## src/rtl/csel_pkg.sv

```systemverilog
package csel_pkg;
  localparam int ADDR_W      = 32;
  localparam int GRAN_LSB    = 17;
  localparam int FLD_W       = ADDR_W - GRAN_LSB;
  localparam int REG_OFS_W   = 12;
  localparam int BANK_OFS    = 'h100;
  localparam int BANK_STRIDE = 'h10;
  localparam int NTIM        = 5;

  typedef struct packed {
    logic [FLD_W-1:0] base;
    logic             spare;
    logic [FLD_W-1:0] mask;
    logic             en;
  } bank_reg_t;

  function automatic logic [REG_OFS_W-1:0] bank_ofs(int i);
    return REG_OFS_W'(BANK_OFS + BANK_STRIDE * i);
  endfunction

  function automatic logic [REG_OFS_W-1:0] tim_ofs(int k);
    return (k < 4) ? REG_OFS_W'('h200 + 4 * k) : REG_OFS_W'('h300);
  endfunction

  function automatic logic is_catch_all(bank_reg_t r, logic low_bank);
    return low_bank && (r == '0);
  endfunction

  function automatic logic bank_match(bank_reg_t r, logic [FLD_W-1:0] gran, logic low_bank);
    return is_catch_all(r, low_bank) || (r.en && (((gran ^ r.base) & r.mask) == '0));
  endfunction

  function automatic int unsigned cs_of_reg(int unsigned r, logic swap);
    return (swap && r < 2) ? (r ^ 1) : r;
  endfunction
endpackage

```

## src/rtl/csel_regfile.sv

```systemverilog
module csel_regfile
  import csel_pkg::*;
#(
  parameter int NBANK = 8
) (
  input  logic                      clk,
  input  logic                      rst_n,
  input  logic                      boot_swap_i,
  input  logic                      we_i,
  input  logic [REG_OFS_W-1:0]      addr_i,
  input  logic [31:0]               wdata_i,
  output logic [31:0]               rdata_o,
  output bank_reg_t [NBANK-1:0]     banks_o,
  output logic                      swap_o
);
  bank_reg_t [NBANK-1:0] bank_q;
  logic [31:0]           tim_q [NTIM];
  logic                  swap_q;

  always_ff @(posedge clk) begin
    if (!rst_n) begin
      swap_q <= boot_swap_i;
      for (int i = 0; i < NBANK; i++) bank_q[i] <= '0;
      bank_q[0].en <= ~boot_swap_i;
      for (int k = 0; k < NTIM; k++) tim_q[k] <= '0;
    end else if (we_i) begin
      for (int i = 0; i < NBANK; i++)
        if (addr_i == bank_ofs(i)) bank_q[i] <= bank_reg_t'(wdata_i);
      for (int k = 0; k < NTIM; k++)
        if (addr_i == tim_ofs(k)) tim_q[k] <= wdata_i;
    end
  end

  always_comb begin
    rdata_o = '0;
    for (int i = 0; i < NBANK; i++)
      if (addr_i == bank_ofs(i)) rdata_o = 32'(bank_q[i]);
    for (int k = 0; k < NTIM; k++)
      if (addr_i == tim_ofs(k)) rdata_o = tim_q[k];
  end

  assign banks_o = bank_q;
  assign swap_o  = swap_q;
endmodule

```

## src/rtl/csel_match.sv

```systemverilog
module csel_match
  import csel_pkg::*;
#(
  parameter int NBANK = 8
) (
  input  bank_reg_t [NBANK-1:0] banks_i,
  input  logic [FLD_W-1:0]      gran_i,
  output logic [NBANK-1:0]      hit_vec_o,
  output logic                  catch_any_o
);
  logic [NBANK-1:0] catch_vec;

  for (genvar i = 0; i < NBANK; i++) begin : g_bank
    localparam logic LOW = (i < 2);
    assign hit_vec_o[i] = bank_match(banks_i[i], gran_i, LOW);
    assign catch_vec[i] = is_catch_all(banks_i[i], LOW);
  end

  assign catch_any_o = |catch_vec;
endmodule

```

## src/rtl/csel_arbiter.sv

```systemverilog
module csel_arbiter
  import csel_pkg::*;
#(
  parameter int NBANK = 8,
  localparam int IDXW = $clog2(NBANK)
) (
  input  logic             clk,
  input  logic             rst_n,
  input  logic             valid_i,
  input  logic [NBANK-1:0] hit_vec_i,
  input  logic             swap_i,
  output logic [NBANK-1:0] cs_o,
  output logic [IDXW-1:0]  idx_o,
  output logic             hit_o,
  output logic             err_o
);
  logic [IDXW-1:0]  win;
  logic [IDXW-1:0]  idx_d;
  logic [NBANK-1:0] cs_d;
  logic             any;

  always_comb begin
    any = |hit_vec_i;
    win = '0;
    for (int i = NBANK - 1; i >= 0; i--)
      if (hit_vec_i[i]) win = IDXW'(i);
    idx_d = any ? IDXW'(cs_of_reg(32'(win), swap_i)) : '0;
    cs_d = '0;
    cs_d[idx_d] = any;
  end

  always_ff @(posedge clk) begin
    if (!rst_n) begin
      cs_o  <= '0;
      idx_o <= '0;
      hit_o <= 1'b0;
      err_o <= 1'b0;
    end else begin
      cs_o  <= valid_i ? cs_d : '0;
      idx_o <= valid_i ? idx_d : '0;
      hit_o <= valid_i && any;
      err_o <= valid_i && !any;
    end
  end
endmodule

```

## src/rtl/csel_decoder.sv

```systemverilog
module csel_decoder
  import csel_pkg::*;
#(
  parameter int NBANK = 8,
  localparam int IDXW = $clog2(NBANK)
) (
  input  logic                 clk,
  input  logic                 rst_n,
  input  logic                 boot_swap_i,
  input  logic                 reg_we_i,
  input  logic [REG_OFS_W-1:0] reg_addr_i,
  input  logic [31:0]          reg_wdata_i,
  output logic [31:0]          reg_rdata_o,
  input  logic                 addr_valid_i,
  input  logic [ADDR_W-1:0]    addr_i,
  output logic [NBANK-1:0]     cs_o,
  output logic [IDXW-1:0]      cs_idx_o,
  output logic                 hit_o,
  output logic                 dec_err_o
);
  bank_reg_t [NBANK-1:0] banks;
  logic                  swap_q;
  logic [NBANK-1:0]      hit_vec;
  logic                  catch_any;
  logic                  unused_low_bits;

  assign unused_low_bits = ^addr_i[GRAN_LSB-1:0];

  csel_regfile #(.NBANK(NBANK)) u_regs (
    .clk(clk), .rst_n(rst_n), .boot_swap_i(boot_swap_i),
    .we_i(reg_we_i), .addr_i(reg_addr_i), .wdata_i(reg_wdata_i),
    .rdata_o(reg_rdata_o), .banks_o(banks), .swap_o(swap_q)
  );

  csel_match #(.NBANK(NBANK)) u_match (
    .banks_i(banks), .gran_i(addr_i[ADDR_W-1:GRAN_LSB]),
    .hit_vec_o(hit_vec), .catch_any_o(catch_any)
  );

  csel_arbiter #(.NBANK(NBANK)) u_arb (
    .clk(clk), .rst_n(rst_n), .valid_i(addr_valid_i), .hit_vec_i(hit_vec),
    .swap_i(swap_q), .cs_o(cs_o), .idx_o(cs_idx_o), .hit_o(hit_o), .err_o(dec_err_o)
  );
endmodule

```

## config.mk

```make
export PLATFORM = sky130hd
export DESIGN_NAME = csel_decoder
export DESIGN_NICKNAME = d
export VERILOG_FILES = /design/src/rtl/csel_pkg.sv /design/src/rtl/csel_regfile.sv /design/src/rtl/csel_match.sv /design/src/rtl/csel_arbiter.sv /design/src/rtl/csel_decoder.sv
export SDC_FILE = /design/constraint.sdc
export NUM_CORES = 1
export LEC_CHECK = 0
export BUFFER_PORTS_ARGS = -buffer_cell sky130_fd_sc_hd__buf_2
export CORE_AREA = 2 2 242 244
export CTS_BUF_LIST = sky130_fd_sc_hd__clkbuf_4
export DETAILED_ROUTE_END_ITERATION = 8
export DIE_AREA = 0 0 244 246
export GPL_ROUTABILITY_DRIVEN = 0
export PLACE_DENSITY = 0.53
export RECOVER_POWER = 100
export SYNTH_ARGS = -nofsm -noshare
export SYNTH_HDL_FRONTEND = slang
export SYNTH_SLANG_ARGS = --single-unit
```

## constraint.sdc

```tcl
create_clock -name clk -period 2.7 [get_ports clk]
set_input_delay 0.27 -clock clk [delete_from_list [all_inputs] [get_ports clk]]
set_output_delay 0.27 -clock clk [all_outputs]
set_load 0.05 [all_outputs]
```

==> key figures <==
Run status
  – Status: finished with violations
  – Failing checks: slew limit, setup timing

Synth
  – Top_reg_cell synth: dfxtp_1
  – Synth Area in Compound Gates: 0.164
  – Area share of fa/ha/maj cells after synthesis: 0
  – Most common cell in the netlist: nand2_1
  – Largest family of logic cells by synthesized area: simple AND/OR/NAND/NOR gates
  – Top cell type's share of synthesized area: 0.271
  – Synth Area in XOR/XNOR: 0.0530
  – Area leader, netlist: dfxtp_1
  – Multiplexer share of the synthesized area: 0.0284
  – Post-synth EDFFs: about 160
  – Commonest cells post-synth: 637 x nand2_1, 297 x a21oi_1, 268 x dfxtp_1, 162 x edfxtp_1, 123 x clkbuf_1
  – Leading cell types by total area after synthesis: dfxtp_1 27%, edfxtp_1 25%, nand2_1 12%, a21oi_1 7.5%, xor2_1 5.3%
  – Seq cells post-synth: 430
  – Yosys Warn Count: 0
  – Syn avg cell area: just under 9 sq um
  – Post-Synth Simple-Gate Area: 0.195
  – Library cells used by synthesis: 67
  – Post-Syn Instances: around 2200
  – Cell area after synthesis: ~0.020 sq mm
  – Post-synthesis async set-or-reset flop share: 0
  – Seq/Total Area, Yosys: 0.516
  – Syn_nets: 2310

Cells and area
  – Share of cells above drive strength 1: 0.256
  – Multi-input logic area: roughly 0.0094 sq mm
  – # nets final: around 2600
  – FF/Latch Area: 0.0103 sq mm
  – Syn-to-layout area delta: 27.9%
  – Filler cell count: approximately 5600
  – Fin area: ~0.025 sq mm

Power and ir drop
  – LEAKAGE: between 9 and 10 nW
  – Peak supply drop: between 0.4 and 0.5 mV
  – Final Power: between 10 and 15 mW
  – P per Cell Area: 539 mW/mm^2

Clocking
  – Worst-skew pair later-pin latency: between 0.9 and 1 ns
  – # H-tree levels: 3
  – Max clock buf depth: 3
  – CTS sink cnt: between 400 and 500
  – CTS clock-pin slew for the worst setup and hold paths: ~0.07 ns
  – TritonCTS clock tree: built
  – TritonCTS Buffers: about 120
  – Root Buffer: clkbuf_4

Drt
  – DR vias/cell: 5.56
  – Via Count: between 15000 and 20000
  – Average routed wire per standard cell: roughly 24 um
  – Iteration-0 DRC Markers: slightly above 2000
  – Total Wirelength: roughly 80000 um
  – Drt first pass iters: 9
  – Drt drc: 0
  – ANT nets after route: 0

Timing
  – RSZ-0062 raised after global routing: yes
  – Fin crit share: 1.16
  – Final hold viol count: 0
  – Max Freq: approximately 0.32 GHz
  – Final hold slack: 0.146 ns
  – Worst-Margin Slew: around 1.5 ns
  – Period minus WS final: around 3.1 ns
  – Slew headroom: -0.0150
  – Final setup viols: 31
  – Post-route setup TNS: -5.60 ns
  – Final WS setup: -0.423 ns
  – Pins Over Slew Limit: 80
  – Final setup skew: roughly 0.066 ns

Critical path
  – Data required, critical path: 2.43 ns
  – CP endpoint: reg_rdata_o[28]
  – Crit. Startpoint: u_regs.banks_o[188]
  – Critical Path End Type: output pin
  – R2R Setup Slk: about 0.12 ns
  – Crit path kind: flip-flop to output pin
  – Reg-to-reg startpoint: u_regs.banks_o[248]
  – Crit-path max FO: 2
  – R2r endpoint: u_arb.idx_o[0]
  – WP data arrival: 2.85 ns
  – Startpoint types: flip-flop
  – Worst Reg-to-Reg Cells: 10

Placed design
  – DP HPWL: 57300 um
  – Placed Area: around 0.022 sq mm
  – Worst slack, placed: -0.242 ns
  – Port bufs: approximately 110

GRT
  – Largest net degree at the start of global routing: ~130
  – GRT Total Usage: 0.264
  – Initial antenna violation count: 3
  – First-pass GRT wire length: roughly 120000 um
  – Overflow after GRT: 0
  – Number of global-route vias before repair: between 15000 and 20000

Die
  – Initial Util: 0.346
  – FP Rows: about 90
  – Core Region: between 0.05 and 0.06 sq mm
  – Die W: 244 um
  – # IOs: between 100 and 150
  – Die footprint: 0.0600 sq mm
  – DIE HEIGHT: roughly 250 um

Min path
  – Hold Crit Class: input port to flip-flop

Run
  – Max_cap viols: 0
layout make-up:
type | count | area share
multi-input cells | 1600 | 0.370
inverters | 8 | 0.00128
clock buffers | 169 | 0.0500
flip-flops and latches | 430 | 0.408
clock inverters | 44 | 0.00928
diodes | 3 | 0.000296
well taps | 765 | 0.0378
repair buffers | 363 | 0.124
sequential cells by signal (all words and copies together) (netlist names):
signal          flops
u_regs.tim_q      160
u_arb.hit_o         1
u_arb.err_o         1
u_regs.swap_o       1
u_arb.cs_o          8
u_arb.idx_o         3
u_regs.banks_o    256
cell usage in the layout (no fill, tap or decap), types with 37 or more instances in the layout:
cell type	Yosys	routed
edfxtp_1	162	162
xor2_1	120	120
buf_6	2	37
dfxtp_2	0	39
nand2_1	637	634
dfxtp_1	268	214
buf_4	5	157
clkbuf_4	0	172
a21oi_1	297	283
a22oi_1	80	73
buf_2	56	66
nor2_1	78	73
critical path, cell delays in order (launching register included):
cell and delay, ns:
dfxtp_4 0.36, mux4_2 0.52, a221o_1 0.36, a21oi_2 0.20, nor3_2 0.09, o22ai_1 0.15, nand2_1 0.12, buf_6 0.17
worst min-delay path by stage:
stage | startpoint | to | slack, ns | depth (start not counted)
finish | reg_we_i | u_regs.banks_o[144] | 0.15 | 4
global route | reg_we_i | u_regs.banks_o[145] | 0.16 | 4
CTS | reg_we_i | u_regs.banks_o[144] | 0.07 | 4
detailed placement | u_regs.banks_o[176] | u_regs.banks_o[176] | 0.45 | 2
global placement | u_regs.banks_o[240] | u_regs.banks_o[240] | 0.44 | 2
floorplan | boot_swap_i | u_regs.swap_o | 0.37 | 0
power by group:
group	switching, mW	internal (mW)
Sequential	0.0383	6.83
Clock	2.85	3.06
Combinational	0.607	0.269
kinds of logic (layout without fill, tap and decap cells):
kind of cell / after synthesis / count (layout)
XOR/XNOR: 120 / 120
multiplexers: 38 / 38
AND/OR/NAND/NOR: 899 / 899
flip-flops: 430 / 430
buffers and inverters: 199 / 584
other: 0 / 3
AO/OA/AOI/OAI: 543 / 543
metrics by stage:
| stage | std cells | util |
|---|---|---|
| 3_5_place_dp | 3096 | 0.390 |
| 3_3_place_gp | 3096 | 0.390 |
| 4_1_cts | 3367 | 0.437 |
| 6_report | 3382 | 0.442 |
| 2_1_floorplan | 2229 | - |
| 5_1_grt | 3381 | 0.442 |
what timing repair did:
action	4_1_cts	5_1_grt
setup endpoints to repair	32	31
cloned	1	2
hold buffers	36	0
resized for setup	198	79
pin swaps	91	81
endpoints found under the hold margin	421	0
buffers inserted	26	12
routing by layer:
| layer | GRT usage | routed length [um] |
|---|---|---|
| met1 | 0.340 | 32100 |
| met2 | 0.421 | 37100 |
| met3 | 0.0441 | 7010 |
| met4 | 0.149 | 4720 |
| met5 | 0 | 0 |
No activity file was read; power rests on OpenSTA's default activity.
